[src/rtl/strb_pkg.sv]
package strb_pkg;
    typedef enum logic [1:0] {
        S_IDLE = 2'd0,
        S_RACK = 2'd1,
        S_WACK = 2'd2
    } rsp_state_t;
endpackage

[src/rtl/strb_decode.sv]
module strb_decode #(
    parameter int AW        = 4,
    parameter int STAT_ADDR = 0,
    parameter int CTL_ADDR  = 1
) (
    input  logic          rst,
    input  logic          req_vld,
    input  logic          req_wr,
    input  logic [AW-1:0] req_addr,
    output logic          stat_hit,
    output logic          ctl_hit
);
    localparam logic [AW-1:0] STAT_A = AW'(STAT_ADDR);
    localparam logic [AW-1:0] CTL_A  = AW'(CTL_ADDR);

    // the status field is read-only to software: writes do not decode
    always_comb begin
        stat_hit = !rst && req_vld && !req_wr && (req_addr == STAT_A);
        ctl_hit  = !rst && req_vld && (req_addr == CTL_A);
    end
endmodule

[src/rtl/strb_strobes.sv]
module strb_strobes #(
    parameter bit ACC_EN  = 1'b0,
    parameter bit MOD_EN  = 1'b0,
    parameter bit RD_EN   = 1'b0,
    parameter bit WR_EN   = 1'b0,
    parameter bit RD_SIDE = 1'b0
) (
    input  logic clk,
    input  logic rst,
    input  logic hit,
    input  logic is_wr,
    output logic acc,
    output logic mod,
    output logic rd,
    output logic wr
);
    logic rd_c, wr_c, mod_c;

    always_comb begin
        rd_c  = hit && !is_wr;
        wr_c  = hit && is_wr;
        mod_c = wr_c || (RD_SIDE && rd_c);
    end

    generate
        if (ACC_EN) begin : g_acc
            assign acc = hit;
        end else begin : g_no_acc
            assign acc = 1'b0;
        end
        if (MOD_EN) begin : g_mod
            assign mod = mod_c;
        end else begin : g_no_mod
            assign mod = 1'b0;
        end
        if (RD_EN) begin : g_rd
            assign rd = rd_c;
        end else begin : g_no_rd
            assign rd = 1'b0;
        end
        if (WR_EN) begin : g_wr
            assign wr = wr_c;
        end else begin : g_no_wr
            assign wr = 1'b0;
        end
    endgenerate

    // read and write strobes of one field never coincide
    p_rdwr_excl_r5: assert property (@(posedge clk) disable iff (rst)
        !(rd && wr));
    // no strobe is raised while reset is held
    p_quiet_in_reset_r1: assert property (@(posedge clk)
        rst |-> !(acc || mod || rd || wr));
endmodule

[src/rtl/strb_ctl_reg.sv]
module strb_ctl_reg #(
    parameter int         DW      = 8,
    parameter int         RST_VAL = 20,
    parameter bit         RCLR    = 1'b0
) (
    input  logic          clk,
    input  logic          rst,
    input  logic          hit,
    input  logic          is_wr,
    input  logic [DW-1:0] wdata,
    output logic [DW-1:0] value
);
    localparam logic [DW-1:0] RST_V = DW'(RST_VAL);

    always_ff @(posedge clk) begin
        if (rst)
            value <= RST_V;
        else if (hit && is_wr)
            value <= wdata;
        else if (hit && RCLR)
            value <= '0;
    end

    // a write lands on the next cycle
    p_wr_lands_r4: assert property (@(posedge clk) disable iff (rst)
        (hit && is_wr) |=> (value == $past(wdata)));
    // the value moves only when the field is addressed
    p_hold_unaddressed_r10: assert property (@(posedge clk) disable iff (rst)
        !hit |=> $stable(value));
    // a read under read-clear empties the field
    p_rclr_r8: assert property (@(posedge clk) disable iff (rst)
        (RCLR && hit && !is_wr) |=> (value == '0));
endmodule

[src/rtl/strb_resp.sv]
module strb_resp
    import strb_pkg::*;
#(
    parameter int DW = 8
) (
    input  logic          clk,
    input  logic          rst,
    input  logic          req_vld,
    input  logic          req_wr,
    input  logic          stat_hit,
    input  logic          ctl_hit,
    input  logic [DW-1:0] stat_next,
    input  logic [DW-1:0] ctl_value,
    output logic          rd_ack,
    output logic          wr_ack,
    output logic [DW-1:0] rdata
);
    rsp_state_t state, state_nx;
    logic [DW-1:0] rdata_nx;

    always_comb begin
        if (rst || !req_vld)
            state_nx = S_IDLE;
        else if (req_wr)
            state_nx = S_WACK;
        else
            state_nx = S_RACK;
    end

    always_comb begin
        if (stat_hit)
            rdata_nx = stat_next;
        else if (ctl_hit && !req_wr)
            rdata_nx = ctl_value;
        else
            rdata_nx = '0;
    end

    always_ff @(posedge clk) begin
        if (rst) begin
            state <= S_IDLE;
            rdata <= '0;
        end else begin
            state <= state_nx;
            rdata <= rdata_nx;
        end
    end

    always_comb begin
        rd_ack = 1'b0;
        wr_ack = 1'b0;
        unique case (state)
            S_IDLE: ;
            S_RACK: rd_ack = 1'b1;
            S_WACK: wr_ack = 1'b1;
            default: ;
        endcase
    end

    // each request kind receives its own acknowledge one cycle later
    p_rd_ack_r2: assert property (@(posedge clk) disable iff (rst)
        (req_vld && !req_wr) |=> (rd_ack && !wr_ack));
    p_wr_ack_r2: assert property (@(posedge clk) disable iff (rst)
        (req_vld && req_wr) |=> (wr_ack && !rd_ack));
    // status read returns the value present in the request cycle
    p_stat_data_r3: assert property (@(posedge clk) disable iff (rst)
        stat_hit |=> (rdata == $past(stat_next)));
    // undecoded reads return zero
    p_undec_zero_r9: assert property (@(posedge clk) disable iff (rst)
        (req_vld && !req_wr && !stat_hit && !ctl_hit) |=> (rdata == '0));
endmodule

[src/rtl/strobe_regblk.sv]
module strobe_regblk #(
    parameter int AW          = 4,
    parameter int DW          = 8,
    parameter int STAT_ADDR   = 0,
    parameter int CTL_ADDR    = 1,
    parameter int CTL_RST     = 20,
    parameter bit CTL_RCLR    = 1'b0,
    parameter bit STAT_ACC_EN = 1'b0,
    parameter bit STAT_RD_EN  = 1'b0,
    parameter bit CTL_ACC_EN  = 1'b0,
    parameter bit CTL_MOD_EN  = 1'b0,
    parameter bit CTL_RD_EN   = 1'b0,
    parameter bit CTL_WR_EN   = 1'b0
) (
    input  logic          clk,
    input  logic          rst,
    input  logic          req_vld,
    input  logic          req_wr,
    input  logic [AW-1:0] req_addr,
    input  logic [DW-1:0] req_wdata,
    output logic          rd_ack,
    output logic          wr_ack,
    output logic [DW-1:0] rsp_rdata,
    input  logic [DW-1:0] stat_next,
    output logic          stat_acc,
    output logic          stat_mod,
    output logic          stat_rd_acc,
    output logic          stat_wr_acc,
    output logic [DW-1:0] ctl_value,
    output logic          ctl_acc,
    output logic          ctl_mod,
    output logic          ctl_rd_acc,
    output logic          ctl_wr_acc
);
    logic stat_hit, ctl_hit;

    strb_decode #(.AW(AW), .STAT_ADDR(STAT_ADDR), .CTL_ADDR(CTL_ADDR)) u_dec (
        .rst(rst), .req_vld(req_vld), .req_wr(req_wr), .req_addr(req_addr),
        .stat_hit(stat_hit), .ctl_hit(ctl_hit)
    );

    // status field has no software write path and no read side effect
    strb_strobes #(.ACC_EN(STAT_ACC_EN), .MOD_EN(1'b0), .RD_EN(STAT_RD_EN),
                   .WR_EN(1'b0), .RD_SIDE(1'b0)) u_stat_stb (
        .clk(clk), .rst(rst), .hit(stat_hit), .is_wr(req_wr),
        .acc(stat_acc), .mod(stat_mod), .rd(stat_rd_acc), .wr(stat_wr_acc)
    );

    strb_strobes #(.ACC_EN(CTL_ACC_EN), .MOD_EN(CTL_MOD_EN), .RD_EN(CTL_RD_EN),
                   .WR_EN(CTL_WR_EN), .RD_SIDE(CTL_RCLR)) u_ctl_stb (
        .clk(clk), .rst(rst), .hit(ctl_hit), .is_wr(req_wr),
        .acc(ctl_acc), .mod(ctl_mod), .rd(ctl_rd_acc), .wr(ctl_wr_acc)
    );

    strb_ctl_reg #(.DW(DW), .RST_VAL(CTL_RST), .RCLR(CTL_RCLR)) u_ctl (
        .clk(clk), .rst(rst), .hit(ctl_hit), .is_wr(req_wr),
        .wdata(req_wdata), .value(ctl_value)
    );

    strb_resp #(.DW(DW)) u_resp (
        .clk(clk), .rst(rst), .req_vld(req_vld), .req_wr(req_wr),
        .stat_hit(stat_hit), .ctl_hit(ctl_hit), .stat_next(stat_next),
        .ctl_value(ctl_value), .rd_ack(rd_ack), .wr_ack(wr_ack), .rdata(rsp_rdata)
    );

    // no strobe of either field on an address outside the map
    p_undec_quiet_r9: assert property (@(posedge clk) disable iff (rst)
        (req_vld && req_addr != AW'(STAT_ADDR) && req_addr != AW'(CTL_ADDR))
        |-> !(stat_acc || stat_rd_acc || ctl_acc || ctl_mod || ctl_rd_acc || ctl_wr_acc));
    // access strobe covers each read and write strobe
    p_acc_covers_r6: assert property (@(posedge clk) disable iff (rst)
        (CTL_ACC_EN && (ctl_rd_acc || ctl_wr_acc)) |-> ctl_acc);
endmodule

[config.mk]
export PLATFORM = sky130hd
export DESIGN_NAME = strobe_regblk
export DESIGN_NICKNAME = d
export VERILOG_FILES = /design/src/rtl/strb_pkg.sv /design/src/rtl/strb_decode.sv /design/src/rtl/strb_strobes.sv /design/src/rtl/strb_ctl_reg.sv /design/src/rtl/strb_resp.sv /design/src/rtl/strobe_regblk.sv
export SDC_FILE = /design/constraint.sdc
export NUM_CORES = 1
export LEC_CHECK = 0
export BUFFER_PORTS_ARGS = -buffer_cell sky130_fd_sc_hd__buf_2
export CORE_MARGIN = 2
export CORE_UTILIZATION = 26
export CTS_BUF_LIST = sky130_fd_sc_hd__clkbuf_8
export CTS_CLUSTER_SIZE = 28
export DETAILED_ROUTE_END_ITERATION = 10
export HOLD_SLACK_MARGIN = 0.02
export SYNTH_ARGS = -nofsm -noshare
export SYNTH_HDL_FRONTEND = slang
export SYNTH_SLANG_ARGS = --single-unit
[constraint.sdc]
create_clock -name clk -period 2.8 [get_ports clk]
set_input_delay 0.56 -clock clk [delete_from_list [all_inputs] [get_ports clk]]
set_output_delay 0.56 -clock clk [all_outputs]
set_load 0.05 [all_outputs]
# Yosys cells after proc, flatten, opt, wreduce, memory -nomap -nowiden
# Cells that the tools add are included.
[word_totals]
register_bits = 18
input_bits = 24
output_inout_bits = 26
[classes]
n_eq_ne = 3
n_mux = 5
n_reduce_logical = 12
[op_table]
columns = ["operator", "n"]
rows = [
  ["8-bit two-way mux", 2],
  ["1-bit logical AND", 6],
  ["4-bit by 1-bit == test with 1-bit output (second input constant)", 1],
  ["4-bit zero test", 1],
  ["1-bit zero test", 3],
  ["2-bit by 1-bit == test with 1-bit output (second input constant)", 1],
  ["2-bit == test (second input constant)", 1],
  ["1-bit two-way mux", 2],
  ["2-bit two-way mux", 1],
  ["2-bit OR reduction", 1],
  ["1-bit logical OR", 1],
]

# Longest topological paths before layout
# Gate-level depths: netlist of run 1.
[depth]
word_depth = 6
ltp_mapped = 5
depth_no_buf = 3

# By module
# Synthesis of run 1 repeated with hierarchy kept, for this count alone.
[hier_totals]
hier_cells = 89
hier_area_um2 = 842.1
[modules_own_cells]
columns = ["mod", "n_inst", "cells_per_inst", "area_per_inst_um2", "seq_area_each_um2"]
rows = [
  ["strb_resp", 1, 40, 405.4, 200.2],
  ["strb_ctl_reg", 1, 34, 336.6, 160.2],
  ["strb_strobes", 2, 5, 33.8, 0.0],
  ["strb_decode", 1, 5, 32.5, 0.0],
]

# Least setup slack after synthesis of run 1
# No wires, ideal clock.
[synth_timing]
path_kind = "reg-to-output"
start = "reg u_resp.state[0]"
end = "out rd_ack"
arrival_time_ps = 1019
setup_slack_ps = 1221
stages_incl_launch_ff = 2
path_buffers = 0
cell_sequence = "dfxtp_1 nor2b_1"
[synth_via]
elab_chain_len = 2
[synth_lines]
columns = ["element", "line_no", "source"]
rows = [
  ["start: declaration", "strb_resp.sv:18", "rsp_state_t state, state_nx;"],
  ["start signal: assignment", "strb_resp.sv:44", "state <= state_nx;"],
  ["2-bit by 1-bit == test with 1-bit output", "strb_resp.sv:52", "unique case (state)"],
  ["1-bit two-way mux", "strb_resp.sv:52", ""],
  ["end: declaration", "strobe_regblk.sv:21", "output logic rd_ack,"],
]
# Every way passes these cells.

# Worst setup path after layout of run 1
# Ends and elaborated chain as after synthesis.

==> results of run 1 <==
Yosys cell counts:
cell	count	area share [%]
nor2_1	12	5.9
mux2i_1	10	13
and4b_1	1	1.3
buf_2	2	1.3
nand2_1	1	0.49
dfxtp_1	18	47
buf_4	9	8.9
nor3_2	1	1.3
nand4b_1	1	1.2
clkbuf_1	1	0.49
nor3b_1	1	0.99
o21ai_0	2	1.3
o21ai_1	4	2.6
and3b_1	1	1.2
nor2_4	1	1.5
nand3_1	6	4.0
or3_1	1	0.82
conb_1	1	0.49
nor2b_1	2	1.6
a21oi_1	6	4.0
cell families (layout without fill, tap and decap cells):
kind of cell / after synthesis / in the layout / share of synthesized area, %
AOI/OAI and AO/OA: 12 / 12 / 7.91
buffers and inverters: 12 / 44 / 10.7
DFF: 18 / 18 / 47.4
muxes: 10 / 10 / 13.2
other: 1 / 8 / 0.494
and+or+nand+nor: 28 / 28 / 20.3
worst min-delay path: cells and delay by family, from the launching register on:
family          cells  cell delay, ns
compound gates      2            0.13
flops               1            0.33
flip-flops by register name (all words and copies together) (netlist names):
signal        cells
u_resp.rdata      8
u_ctl.value       8
u_resp.state      2
where the power goes:
group          leakage (nW)  internal, mW  total, mW  switching (mW)
clock network        0.0216        0.0952      0.170          0.0753
logic                 0.312        0.0209     0.0714          0.0505
registers             0.145         0.258      0.259        0.000948
total                 0.479         0.374      0.501           0.127
per-stage QoR:
step	worst slack, ns	hold slack [ns]	utilization [%]	cells
finish	1.30	0.507	35.9	151
global route	1.24	0.537	35.9	151
CTS	1.28	0.508	35.9	151
detailed placement	1.17	0.495	34.4	148
global placement	1.18	0.498	34.4	148
floorplan	1.22	0.647	-	88
how the worst max path moves through the flow:
stage,startpoint,endpoint,slack (ns),cells after the start
6_report,u_resp.state[0]$_SDFF_PP0_,rd_ack,1.30,2
2_1_floorplan,u_resp.state[0]$_SDFF_PP0_,rd_ack,1.22,1
3_3_place_gp,req_addr[0],u_ctl.value[6]$_SDFFE_PP0P_,1.18,4
4_1_cts,u_resp.state[0]$_SDFF_PP0_,rd_ack,1.28,2
3_5_place_dp,req_addr[0],u_ctl.value[2]$_SDFFE_PP1P_,1.17,4
5_1_grt,u_resp.state[0]$_SDFF_PP0_,rd_ack,1.24,2
routing by layer:
metal,vias to the layer above,GRT usage [%]
li1,340,-
met1,312,12.2
met2,35,14.6
met3,2,2.46
met4,0,8.97
met5,-,0
final cells by class:
cell class / count / area [um^2]
Clock buffer: 3 / 41.3
Fill cell: 294 / 1770
Multi-Input combinational cell: 58 / 344
Sequential cell: 18 / 360
Tap cell: 31 / 38.8
Timing Repair Buffer: 41 / 205
==> impl_results.md, run 1 <==
* CP Max Fanout at 2
* Yosys Warn Count at 0
* Met3 WL at 161 um
* Final min period at between 1.5 and 2 ns
* Number of nets in the layout at 146
* Share of post-route cells with drive strength above 1 at 38.3%
* Worst Skew at 0.00599 ns
* Max Cap Viol at 0
* WL met1 at 730 um
* FMAX at approximately 670 MHz
* Number of synthesized register bits at 18
* Worst R2R Start: u_ctl.value[3]$_SDFFE_PP0P_
* Global-route wire length before repair at between 2000 and 3000 um
* Vias in the first global route at 604
* Max clock buf depth at 2
* Area post-placement at 948 um^2
* Slowest stage delay, CP at 0.32 ns
* Buf/Inv on CP at 1
* RSZ-0062 raised after global routing: no
* CTS tree: yes
* Crit-path slowest cell: dfxtp_1
* Die width at between 50 and 60 um
* Fin. max-slew vios at 0
* Leak pwr at 0.479 nW
* Final worst-path cycle share at 53.7%
* GPL Wtd Cong at 0.794
* Post-route cell area at 990 um^2
* Pwr Total at 0.501 mW
* Avg WL per Cell at 11.2 um
* Endpoint, Worst Hold: u_ctl.value[6]$_SDFFE_PP0P_
* R2r setup slk at 2.12 ns
* Initial antenna violation count at 0
* Worst flop-to-flop path endpoint: u_ctl.value[3]$_SDFFE_PP0P_
* Setup violators final at 0
* Area growth from synthesis to layout at 30.3%
* Worst hold start: u_ctl.value[6]$_SDFFE_PP0P_
* Antenna diodes at 0
* I/O pin cnt at 50
* Distinct cells, synth at 20
* Post-synthesis cell count at around 80
* Crit path arrival time at ~0.94 ns
* Setup tns final at 0 ns
* Synthesized area at approximately 760 um^2
* Critical path required time at 2.24 ns
* Sinks on Clock Net at 18
* Initial Util at 27.5%
* Post-CTS sizing at 0
* Overall global routing resource usage at 10.1%
* Commonest non-fill, non-tap cell in the layout: buf_2
* Critical path class: flop to output pin
* Startpoint Class: flop
* Most frequent cells in the layout: buf_2 (41), dfxtp_1 (18), nor2_1 (12)
* Detailed Route WL at approximately 1700 um
* IO buf count at 41
* Largest net degree at the start of global routing at 15
* Max H-tree Level at 1
* Die area at 3370 um^2
* TritonRoute pass-1 iters at 4
* Fin. Hold Viols at 0
* Chip Height at 58.0 um
* Hold bufs inserted after CTS at 0
* Vias per inst at 4.56
* Met2 wire length at 767 um
* Congestion Overflow GR at 0
* Highest routed metal layer: met4
* Clk root buf: clkbuf_8
* Avg Cell Area, Syn at 9.38 um^2
* Worst path top cell family by delay: flip-flops
* Clk slew on worst S/H paths at ~0.060 ns
* Cells on worst reg2reg path at 2
* VDD IR max at 280 uV
* Power per cell area at about 500 nW/um^2
* Total number of vias at slightly below 700
* CP endpoint kind: output pin
* Worst-Skew Late Latency at about 0.25 ns
* Setup Buffers After CTS at 0
* Worst Hold Class: flop to flop
* Area of the core at 2760 um^2
* Outcome: completed
* Worst hold stages at 2
* Antenna-violating nets left at 0
* Post-synthesis sequential area ratio at 47.4%
* DRC errors left at 0
* Drt initial violations at 19
* FP Rows at 19
* CTS buffer count at 3
* Crit-path cells: nor2b_1, buf_2
No activity file was read; power rests on OpenSTA's default activity.
==> run 2, diff against run 1 <==
==> constraint.sdc (replaced) <==
create_clock -name clk -period 1.4 [get_ports clk]
set_input_delay 0.28 -clock clk [delete_from_list [all_inputs] [get_ports clk]]
set_output_delay 0.28 -clock clk [all_outputs]
set_load 0.05 [all_outputs]
==> impl_results.md, run 2 (synthesis results as in run 1) <==
* Outcome: completed (unchanged)
* Max Cap Viol at 0 (unchanged)
* Fin. Hold Viols at 0 (unchanged)
* Sw Share at 24.4% (was 25.3%)
* Met3 WL at 150 um (was 161 um)
* Leak pwr at 0.501 nW (was 0.479 nW)
* GPL Wtd Cong at 0.802 (was 0.794)
* I/O pin cnt at 50 (unchanged)
* Commonest non-fill, non-tap cell in the layout: buf_2 (unchanged)
* Overall global routing resource usage at 10.1% (about the same)
* Avg WL per Cell at 10.7 um (was 11.2 um)
* Vias in the first global route at 613 (was 604)
* Met2 wire length at 773 um (was 767 um)
* Setup tns final at 0 ns (unchanged)
* Vias per inst at 4.39 (was 4.56)
* Detailed Route WL at 1660 um (was 1690 um)
* Pwr Total at 1.07 mW (was 0.501 mW)
* Die width at 58.0 um (unchanged)
* Initial Util at 27.5% (unchanged)
* Pint at 0.812 mW (was 0.374 mW)
* Largest net degree at the start of global routing at 11 (was 15)
* Most frequent cells in the layout: buf_2 (41), dfxtp_1 (18), nor2_1 (12) (unchanged)
* Die area at 3370 um^2 (unchanged)
* VDD IR max at 753 uV (was 280 uV)
* IO buf count at 41 (unchanged)
* Hold bufs inserted after CTS at 0 (unchanged)
* Seq pwr share at 48.2% (was 51.7%)
* WL met1 at 710 um (was 730 um)
* Highest routed metal layer: met4 (unchanged)
* Biggest regs: u_ctl.value (8), u_resp.rdata (8), u_resp.state (2) (unchanged)
* Sinks on Clock Net at 18 (unchanged)
* Clk network pwr share at 37.9% (was 34.0%)
* Startpoint Class: flop (unchanged)
* Critical path required time at 1.12 ns (was 2.24 ns)
* Antenna diodes at 0 (unchanged)
* Initial antenna violation count at 0 (unchanged)
* Crit-path cells: nor2b_1, buf_2 (unchanged)
* Antenna-violating nets left at 0 (unchanged)
* DRC errors left at 0 (unchanged)
* Crit path arrival time at 0.96 ns (was 0.94 ns)
* Final worst-path cycle share at 88.7%
* Fin. max-slew vios at 0 (unchanged)
* Final min period at between 1 and 1.5 ns
* RSZ-0062 raised after global routing: no (unchanged)
* Combinational share of power at 13.8% (was 14.3%)
* Drt initial violations at 9 (was 19)
* Clk root buf: clkbuf_8 (unchanged)
* Clk slew on worst S/H paths at 0.06 ns (about the same)
* Chip Height at 58.0 um (unchanged)
* CTS buffer count at 3 (unchanged)
* Global-route wire length before repair at 2530 um (was 2550 um)
* Number of nets in the layout at 149 (was 146)
* Hpwl dp at 1370 um
* Buf/Inv on CP at 1 (unchanged)
* CTS tree: yes (unchanged)
* Slowest stage delay, CP at 0.32 ns (about the same)
* Max H-tree Level at 1 (unchanged)
* TritonRoute pass-1 iters at 2 (was 4)
* Setup violators final at 0 (unchanged)
* Worst Skew at 0.00128 ns (was 0.00599 ns)
* Power per cell area at 1050 nW/um^2 (was 506 nW/um^2)
* Critical path class: flop to output pin (unchanged)
* Share of post-route cells with drive strength above 1 at 40.3% (was 38.3%)
* Area growth from synthesis to layout at 35.1% (was 30.3%)
* Post-CTS sizing at 0 (unchanged)
* Area of the core at 2760 um^2 (unchanged)
* Worst-Skew Late Latency at 0.25 ns (about the same)
* Congestion Overflow GR at 0 (unchanged)
* FMAX at 805 MHz
* Net Switching at 0.262 mW (was 0.127 mW)
* Worst Hold Class: primary input to flop (was flop to flop)
* FP Rows at 19 (unchanged)
* Total number of vias at 680 (was 689)
* CP endpoint kind: output pin (unchanged)
* Crit-path slowest cell: dfxtp_1 (unchanged)
* Setup Buffers After CTS at 0 (unchanged)
* Max clock buf depth at 2 (unchanged)
* CP Max Fanout at 2 (unchanged)
* Worst path top cell family by delay: flip-flops (unchanged)
-- run 2: cell count changes in the layout (fill, tap and decap cells not counted) --
| cell | previous run | this run |
|---|---|---|
| buf_4 | 0 | 3 |
| clkbuf_8 | 3 | 4 |
-- run 2: worst paths after layout --
| path | slack (ns) | to | start | cells after the start |
|---|---|---|---|---|
| worst max register to register | 0.74 | u_ctl.value[3]$_SDFFE_PP0P_ | u_ctl.value[3]$_SDFFE_PP0P_ | 2 |
| worst min register to register | 0.51 | u_ctl.value[7]$_SDFFE_PP0P_ | u_ctl.value[7]$_SDFFE_PP0P_ | 2 |
| worst min-delay path | 0.24 | u_resp.state[0]$_SDFF_PP0_ | req_wr | 2 |
| worst max-delay path | 0.16 | wr_ack | u_resp.state[1]$_SDFF_PP0_ | 2 |
-- run 2: layer usage --
layer,up-vias,global-route usage (%)
li1,345,-
met1,300,11.7
met2,33,16.2
met3,2,2.46
met4,0,6.98
met5,-,0
-- run 2: final cells by class --
type / instances / area, um^2
Fill cell: 283 / 1730
Sequential cell: 18 / 360
Multi-Input combinational cell: 58 / 344
Timing Repair Buffer: 44 / 228
Clock buffer: 4 / 55.1
Tap cell: 31 / 38.8
-- run 2: power by group through the flow --
stage	Clock, mW	Combinational (mW)	Sequential (mW)
2_1_floorplan	0	0.111	0.536
3_3_place_gp	0	0.148	0.530
3_5_place_dp	0	0.149	0.530
4_1_cts	0.424	0.150	0.518
5_1_grt	0.446	0.160	0.518
6_report	0.408	0.149	0.518
-- run 2: stage by stage --
step / setup slack (ns) / hold WS, ns / instances / util (%) / area, um^2
2_1_floorplan: 0.101 / 0.367 / 88 / - / 786
3_3_place_gp: 0.0986 / 0.490 / 151 / 35.2 / 971
3_5_place_dp: 0.0519 / 0.500 / 151 / 35.2 / 971
4_1_cts: 0.139 / 0.236 / 155 / 37.2 / 1030
5_1_grt: 0.125 / 0.255 / 155 / 37.2 / 1030
6_report: 0.158 / 0.243 / 155 / 37.2 / 1030
